<file path="src/rtl/osd_pkt_decoder.sv">
module osd_pkt_decoder #(
  parameter int ROW_W  = 4,
  parameter int COL_W  = 5,
  parameter int DATA_W = 8
) (
  input  logic              clk,
  input  logic              rst_n,
  input  logic              byte_vld,
  input  logic              byte_sof,
  input  logic [DATA_W-1:0] byte_dat,
  output logic              wr_en,
  output logic [ROW_W-1:0]  wr_row,
  output logic [COL_W-1:0]  wr_col,
  output logic [DATA_W-1:0] wr_data
);
  localparam int ADDR_W = ROW_W + COL_W;

  typedef enum logic [1:0] {
    WAIT_ROW  = 2'd0,
    WAIT_COL  = 2'd1,
    WAIT_DATA = 2'd2,
    BURST     = 2'd3
  } st_t;

  st_t st, st_cur;
  logic [ADDR_W-1:0] ptr, wr_addr;
  logic is_row, is_burst;

  assign st_cur   = byte_sof ? WAIT_ROW : st;
  assign is_row   = byte_dat[DATA_W-1];
  assign is_burst = byte_dat[DATA_W-2];
  assign wr_row   = wr_addr[ADDR_W-1:COL_W];
  assign wr_col   = wr_addr[COL_W-1:0];

  always_ff @(posedge clk or negedge rst_n) begin
    if (!rst_n) begin
      st      <= WAIT_ROW;
      ptr     <= '0;
      wr_addr <= '0;
      wr_data <= '0;
      wr_en   <= 1'b0;
    end else begin
      wr_en <= 1'b0;
      if (byte_sof) st <= WAIT_ROW;
      if (byte_vld) begin
        unique case (st_cur)
          WAIT_ROW: if (is_row) begin
            ptr[ADDR_W-1:COL_W] <= byte_dat[ROW_W-1:0];
            st <= WAIT_COL;
          end
          WAIT_COL: begin
            if (is_row) ptr[ADDR_W-1:COL_W] <= byte_dat[ROW_W-1:0];
            else begin
              ptr[COL_W-1:0] <= byte_dat[COL_W-1:0];
              st <= is_burst ? BURST : WAIT_DATA;
            end
          end
          WAIT_DATA: begin
            wr_en   <= 1'b1;
            wr_addr <= ptr;
            wr_data <= byte_dat;
            st      <= WAIT_COL;
          end
          BURST: begin
            wr_en   <= 1'b1;
            wr_addr <= ptr;
            wr_data <= byte_dat;
            ptr     <= ptr + 1'b1;
          end
          default: st <= WAIT_ROW;
        endcase
      end
    end
  end
endmodule


</file>
<file path="config.mk">
export PLATFORM = sky130hd
export DESIGN_NAME = osd_pkt_decoder
export DESIGN_NICKNAME = d
export VERILOG_FILES = /design/src/rtl/osd_pkt_decoder.sv
export SDC_FILE = /design/constraint.sdc
export NUM_CORES = 1
export LEC_CHECK = 0
export ABC_AREA = 0
export CAP_MARGIN = 30
export CORE_MARGIN = 2
export CORE_UTILIZATION = 40
export DETAILED_ROUTE_END_ITERATION = 12
export PLACE_DENSITY = 0.65
export SKIP_CTS_REPAIR_TIMING = 1
export SYNTH_ARGS = -nofsm -noshare
export SYNTH_HDL_FRONTEND = slang
export SYNTH_SLANG_ARGS = --single-unit
</file>
<file path="constraint.sdc">
create_clock -name clk -period 3.8 [get_ports clk]
set_clock_uncertainty 0.1 [all_clocks]
set_input_delay 0.95 -clock clk [delete_from_list [all_inputs] [get_ports clk]]
set_output_delay 0.95 -clock clk [all_outputs]
set_load 0.005 [all_outputs]
</file>
Yosys cells after proc, flatten, opt, wreduce, memory -nomap -nowiden. Cells that the tools add are included.

Add/sub/neg operators: 1. Equal/unequal tests: 5. Mux-type cells: 12. Reductions and logical operators: 8.

Operators by type and width (number): one-hot mux 5 bit (2 select lines) (1); adder 9 x 1 -> 9 bit (second input constant) (1); 2-to-1 mux 2 bit (4); one-hot mux 4 bit (2 select lines) (1); one-hot mux 2 bit (3 select lines) (1); AND reduction 3 bit (2); 2-to-1 mux 5 bit (1); equality test 2 bit (second input constant) (2); 2-to-1 mux 4 bit (1); nonzero test 2 bit (2); OR reduction 2 bit (2); 2-to-1 mux 1 bit (3); equality test 2 x 1 -> 1 bit (second input constant) (1); logical NOT 2 bit (1); inequality test 2 x 1 -> 1 bit (second input constant) (1); inequality test 2 bit (second input constant) (1); AND reduction 2 bit (1).

Register bits: 29. Bits of input ports: 12. Output and inout bits: 18. Logic and storage cells: 32.

Depth between registers and ports, before layout. Gate-level depths: netlist of run 1.

Depth in word-level cells: 5. Depth in mapped cells: 6.

Worst setup path after synthesis of run 1. No wires, ideal clock.

Path type: input-to-reg. From: in byte_sof. To: reg wr_addr[8]. Setup time: 0.125 ns. Data arrival time: 1.727 ns. Setup slack: 1.849 ns. Cell stages on the path: 4. Buffers on the path: 1. Cells stage by stage: and2b_1 > nand2_1 > buf_2 > mux2_2.

Cells in the longest elaborated chain, start to end: 4. Elaborated cells between the ends (all ways): 5. Classes of those cells: eq/ne: 2; mux: 1; reduce/logical: 2.

Ends and longest elaborated chain: from (decl) (RTL line 9) `input logic byte_sof,`; 2-to-1 mux 2 bit * (RTL line 29) `assign st_cur = byte_sof ? WAIT_ROW : st;`; equality test 2 bit (RTL line 46) `unique case (st_cur)`; OR reduction 2 bit (no source line) *; AND reduction 2 bit (no source line) *; to (signal assigned) (RTL line 60) `wr_addr <= ptr;`; to (signal assigned) (RTL line 66) `wr_addr <= ptr;`; to (decl) (RTL line 26) `logic [ADDR_W-1:0] ptr, wr_addr;`.

Every way passes the cells marked *; elsewhere a longest branch is shown, timed or not. A chain may end at the register's enable or synchronous reset.

Final worst setup path of run 1.
From: in byte_sof. To: reg wr_data[3].

Cells in the longest elaborated chain, start to end: 4. Elaborated cells between the ends (all ways): 5. Classes of those cells: eq/ne: 2; mux: 1; reduce/logical: 2.

Ends and longest elaborated chain: 2-to-1 mux 2 bit * (RTL line 29); equality test 2 bit (RTL line 46); OR reduction 2 bit (no source line) *; AND reduction 2 bit (no source line) *; to (signal assigned) (RTL line 61) `wr_data <= byte_dat;`; to (signal assigned) (RTL line 67) `wr_data <= byte_dat;`; to (decl) (RTL line 14) `output logic [DATA_W-1:0] wr_data`.

Marked as above.

==> impl_metrics.py, run 1 <==
metrics = {
    "run_status": {
        "status": "finished, final reports clean",
    },
    "layout": {
        "fin_nets": 162,
        "final_cell_mix": "29 x clkdlybuf4s50_1, 29 x dfrtp_1, 15 x mux2_2, 9 x nand2_1, 9 x a21oi_1",
        "n_antenna_cell": 0,
        "ff_latch_area_um2": 726,
        "multi_input_area_um2": 559,
        "drive_gt1_frac": 0.167,
        "nFillCells": 309,
        "areaGrowthSynthToFinish_pct": 30.7,
    },
    "setup_path": {
        "crit_buf_inv": 1,
        "path_max_fanout": 20,
        "criticalPathCategory": "input port to flop",
        "cp-start-kind": "input port",
        "critPathCaptureType": "flop",
        "r2r.worst_path.cells": 3,
        "critPathMaxStageDelay_ns": 0.57,
        "r2r-start": "st[1]$_DFF_PN0_",
        "reg2reg_slack_ns": 1.88,
        "worstPathRequired_ns": 3.90,
        "r2r_end": "wr_data[3]$_DFFE_PN0P_",
        "arrival_ns": 2.71,
        "crit_family": "simple AND/OR/NAND/NOR gates",
        "worstPathCellList": "clkdlybuf4s50_1 > and2b_1 > nand2_1 > mux2_2",
        "slowest_stage": "nand2_1",
    },
    "floorplanning": {
        "start_util": 0.429,
        "core_um2": 3100,
        "dieWidth_um": 61.7,
        "die-area_um2": 3800,
        "io_pins": 30,
        "fp.dieH_um": 61.7,
        "num_rows": 20,
    },
    "drt": {
        "viasPerCell": 5.28,
        "drtIter0Drc": 33,
        "wirelength_um": 2630,
        "via_count": 1024,
        "drc": 0,
        "wl_per_cell_um": 13.6,
        "first_pass_iters": 4,
        "ant_nets": 0,
    },
    "synth": {
        "syn_inst": 117,
        "yosysTopAreaCell": "dfrtp_1",
        "ys_ff_latch": 29,
        "synth_top_area_share": 0.546,
        "ys_top_cells_by_area": "dfrtp_1 55%, mux2_2 13%, a21oi_1 3.4%, nand3_1 3.0%, nand2_1 2.5%",
        "synthesis.nets": 130,
        "netlist_area_um2": 1330,
        "synth_cell_types": 32,
        "syn_area_per_cell_um2": 11.4,
        "ys_seq_area_frac": 0.546,
        "yosysWarningCount": 0,
    },
    "clock_tree": {
        "cts_buffer_depth": 2,
        "clkLatencyLatePin_ns": 0.32,
        "clk_pin_slew_ns": 0.08,
        "cts_inserted_buffers": 5,
        "h-tree-depth": 2,
        "numClockSinks": 29,
        "cts_tree": "yes",
        "root_buffer": "clkbuf_4",
    },
    "sta": {
        "max_slew_margin": 0.495,
        "finalCritPeriodShare": 0.686,
        "worst-slew-pin-transition_ns": 0.755,
        "finalMaxSlewViolations": 0,
        "timing.final.ws_setup_ns": 1.19,
        "hold_viol": 0,
        "fin_setup_tns_ns": 0,
        "setup_viol": 0,
        "fmax_mhz": 383,
        "grt_setup_unrepaired": "no",
        "period_minus_slack_ns": 2.61,
    },
    "min_path": {
        "holdPathStages": 2,
        "min-delay-start": "wr_addr[4]$_DFFE_PN0P_",
        "hold_path.class": "flop to flop",
        "whs_endpoint": "wr_addr[4]$_DFFE_PN0P_",
    },
    "global_route": {
        "grt_pass1_vias": 982,
        "gr-total-overflow": 0,
        "grt_start_max_net_pins": 30,
        "grtUsageTotal": 0.162,
        "grt_pass1_wl_um": 4430,
        "antenna_found_initial": 0,
    },
    "power_and_ir_drop": {
        "vdd_drop_max_mv": 0.265,
        "seqPwrFrac": 0.464,
        "p_switching_mw": 0.256,
        "switching_share": 0.259,
        "p_per_area_nw_per_um2": 568,
        "internal-power_mw": 0.731,
        "p_leak_nw": 0.759,
        "comb_power_share": 0.273,
        "p_clk_frac": 0.263,
    },
    "placement": {
        "hpwlAfterDp_um": 1910,
        "place_ws_ns": 0.837,
        "io_buffer_count": 29,
        "gp_congestion": 0.854,
    },
    "job": {
        "maxCapViolations": 0,
    },
}
-- worst min-delay path, stage by stage (launching register included) --
cell,delay [ns]
dfrtp_1,0.35
nand2_1,0.05
o21ai_0,0.06
-- cell type report --
class                      count  share of cell area
clock inverter                 1              0.0173
tap                           44              0.0317
multi-input combinational     79               0.322
clock buffer                   7              0.0317
sequential                    29               0.418
inverter                       4             0.00864
timing repair buffer          30               0.171
-- sequential cells by signal, indices dropped and copies added (netlist names) --
name and count:
ptr 9, st 2, wr_addr 9, wr_data 8, wr_en 1
-- per-layer routing --
metal | global-route usage | part of all wire
met1 | 0.209 | 0.46
met2 | 0.247 | 0.48
met3 | 0.0525 | 0.042
met4 | 0.0790 | 0.021
met5 | 0 | 0
-- per-stage QoR --
stage	utilization	hold WS [ns]	cell area [µm²]	std cells	power, mW
floorplan	-	0.373	1330	117	0.567
global placement	0.533	0.376	1650	186	0.729
detailed placement	0.533	0.383	1650	186	0.739
CTS	0.560	0.402	1740	194	1.00
global route	0.560	0.428	1740	194	1.06
finish	0.560	0.400	1740	194	0.987
-- cells in the mapped netlist --
cell,count
mux2i_1,1
o21a_1,2
nand3b_1,1
o22ai_1,1
o211a_1,1
nand2_1,9
inv_1,4
a32oi_1,1
a22oi_1,1
nor2b_1,2
ha_1,1
or3_1,1
a2bb2oi_1,1
a21oi_1,9
buf_4,2
o21ai_0,6
mux2_2,15
and3b_1,1
or2_0,1
nand4b_1,1
a221o_1,2
nand4_2,1
nand4_1,1
o211ai_1,2
buf_2,3
and4_2,1
nor3_1,1
and2b_1,1
nand3_1,8
nor2_1,5
o41ai_1,2
dfrtp_1,29
-- how the worst max path moves through the flow --
stage                  start                     end  slack, ns  cells past startpoint
finish              byte_sof  wr_data[3]$_DFFE_PN0P_       1.19                      4
CTS                 byte_sof  wr_data[6]$_DFFE_PN0P_       1.19                      4
global placement    byte_sof  wr_data[4]$_DFFE_PN0P_       0.91                      4
global route        byte_sof  wr_data[6]$_DFFE_PN0P_       1.12                      4
detailed placement  byte_sof  wr_addr[6]$_DFFE_PN0P_       0.84                      4
floorplan           byte_sof  wr_addr[8]$_DFFE_PN0P_       1.85                      4
-- power groups by stage --
stage	Combinational, mW	Clock (mW)	Sequential, mW
after floorplan	0.108	0	0.459
after global placement	0.268	0	0.462
after detailed placement	0.273	0	0.466
after CTS	0.274	0.268	0.459
after global routing	0.299	0.288	0.471
final	0.269	0.259	0.458
-- cells by family (layout without fill, tap and decap cells) --
kind of cell               after synthesis  in the layout  share of synthesized area
and+or+nand+nor                         34             34                      0.138
buffers and inverters                    9             42                     0.0339
DFF                                     29             29                      0.546
adders and majority gates                1              1                    0.00941
muxes                                   16             16                      0.135
AOI/OAI and AO/OA                       28             28                      0.138
No activity file was read; power rests on OpenSTA's default activity.
==> run 2, diff against run 1 <==
- PLACE_DENSITY: 0.65 -> 0.67
- clock period: 3.8 -> 2.1 ns (I/O delays scaled with it)
==> run 2 against run 1 <==
Utilization rose by 0.24 points. Register-to-register slack got worse by 1.5 ns. Cell area rose by 0.43%. First-iteration DRC count rose by 18%. Critical path depth fell by 3. Critical path type is now flop to output pin. Clock power rose by 31%. Sequential power rose by 82%. Die area did not move. Hold slack got worse by 0.0078 ns. Largest power group unchanged. Combinational power rose by 84%. Routed wire length rose by 8.7%.
==> impl_metrics.py, run 2 (synthesis gave the netlist of run 1 again) <==
metrics = {
    "drt": {
        "wl_met1_um": 1260,
        "wl_per_cell_um": 14.5,
        "viasPerCell": 5.24,
        "drtIter0Drc": 39,
        "drc": 0,
        "wirelength_um": 2860,
        "first_pass_iters": 4,
        "via_count": 1038,
        "met2_length_um": 1430,
        "maxUsedRoutingLayer": "met4",
        "wl_met3_um": 126,
        "ant_nets": 0,
    },
    "placement": {
        "place_ws_ns": -0.0301,
        "gp_congestion": 0.819,
        "hpwlAfterDp_um": 2120,
        "placed_cell_area_um2": 1690,
        "io_buffer_count": 29,
    },
    "clock_tree": {
        "clk_pin_slew_ns": 0.09,
        "cts_buffer_depth": 2,
        "clkLatencyLatePin_ns": 0.32,
        "h-tree-depth": 2,
        "root_buffer": "clkbuf_4",
        "numClockSinks": 29,
        "cts_inserted_buffers": 5,
        "cts_tree": "yes",
    },
    "layout": {
        "fin_nets": 167,
        "n_antenna_cell": 0,
        "final_cell_mix": "29 x clkdlybuf4s50_1, 29 x dfrtp_1, 15 x mux2_2, 9 x nand2_1, 9 x a21oi_1",
        "biggestRegsByFlops": "ptr: 9 flops, wr_addr: 9 flops, wr_data: 8 flops",
        "areaGrowthSynthToFinish_pct": 31.2,
        "final_area_um2": 1750,
        "drive_gt1_frac": 0.188,
    },
    "job": {
        "maxCapViolations": 0,
    },
    "sta": {
        "fmax_mhz": 549,
        "grt_setup_unrepaired": "no",
        "hold_viol": 0,
        "timing.final.ws_setup_ns": 0.280,
        "period_minus_slack_ns": 1.82,
        "setup_viol": 0,
        "worst-slew-pin-transition_ns": 0.365,
        "finalCritPeriodShare": 0.867,
        "finalMaxSlewViolations": 0,
        "fin_setup_tns_ns": 0,
        "max_slew_margin": 0.757,
    },
    "global_route": {
        "gr-total-overflow": 0,
        "antenna_found_initial": 0,
        "grtUsageTotal": 0.170,
        "grt_start_max_net_pins": 30,
        "grt_pass1_vias": 969,
        "grt_pass1_wl_um": 4490,
    },
    "run_status": {
        "status": "finished, final reports clean",
    },
    "power_and_ir_drop": {
        "vdd_drop_max_mv": 0.603,
        "power.total_mw": 1.67,
        "p_leak_nw": 0.768,
        "p_per_area_nw_per_um2": 955,
    },
    "min_path": {
        "holdPathStages": 2,
        "hold_path.class": "flop to flop",
    },
    "setup_path": {
        "arrival_ns": 1.19,
        "slowest_stage": "clkdlybuf4s50_1",
        "cp-start-kind": "flop",
        "critPathCaptureType": "output pin",
        "crit_family": "buffers and inverters",
        "path_depth": 1,
        "crit_buf_inv": 1,
        "criticalPathCategory": "flop to output pin",
        "path_max_fanout": 2,
        "r2r.worst_path.cells": 5,
        "critPathMaxStageDelay_ns": 0.51,
        "worstPathCellList": "clkdlybuf4s50_1",
        "worstPathRequired_ns": 1.47,
    },
    "floorplanning": {
        "io_pins": 30,
        "die-area_um2": 3800,
        "start_util": 0.429,
        "dieWidth_um": 61.7,
        "num_rows": 20,
        "fp.dieH_um": 61.7,
        "core_um2": 3100,
    },
}
-- run 2: changes by cell type in the layout (fill, tap and decap cells not counted), sizes merged --
cell	previous run	this run
buf	1	6
bufinv	1	0
-- run 2: path summary, 6_finish.rpt --
| check | startpoint | endpoint | slack (ns) |
|---|---|---|---|
| setup / recovery | wr_data[6]$_DFFE_PN0P_ | wr_data[6] | 0.28 |
| hold / removal | wr_addr[4]$_DFFE_PN0P_ | wr_addr[4]$_DFFE_PN0P_ | 0.39 |
| setup reg to reg | ptr[0]$_DFFE_PN0P_ | ptr[8]$_DFFE_PN0P_ | 0.42 |
| hold reg to reg | wr_addr[4]$_DFFE_PN0P_ | wr_addr[4]$_DFFE_PN0P_ | 0.39 |
| max in group asynchronous | rst_n | wr_data[3]$_DFFE_PN0P_ | 1.15 |
| min in group asynchronous | rst_n | ptr[7]$_DFFE_PN0P_ | 0.48 |
-- run 2: final cells by class --
class                           instances  area (µm²)
Sequential cell                        29         726
Tap cell                               44        55.1
Clock buffer                            7        55.1
Multi-Input combinational cell         79         559
Inverter                                4        15.0
Fill cell                             287        1360
Timing Repair Buffer                   35         335
-- run 2: routing by layer --
metal / vias up / GRT usage
met5: - / 0
met4: 0 / 0.0729
met3: 5 / 0.0567
met2: 22 / 0.274
met1: 509 / 0.208
li1: 502 / -
-- run 2: worst register-to-register path, stage by stage, from the launching register on --
cell and delay [ns]:
dfrtp_1 0.44, ha_1 0.27, nand4_1 0.18, o211ai_1 0.22, o41ai_1 0.10, a221o_1 0.26
-- run 2: power breakdown --
part | switching [mW] | internal, mW | total (mW)
logic | 0.162 | 0.332 | 0.494
registers | 0.123 | 0.710 | 0.834
clock network | 0.181 | 0.158 | 0.339
-- run 2: through the flow --
stage | instances | hold slack (ns) | utilization
after floorplan | 117 | 0.129 | -
after global placement | 191 | 0.375 | 0.545
after detailed placement | 191 | 0.381 | 0.545
after CTS | 198 | 0.403 | 0.563
after global routing | 198 | 0.423 | 0.563
final | 198 | 0.393 | 0.563
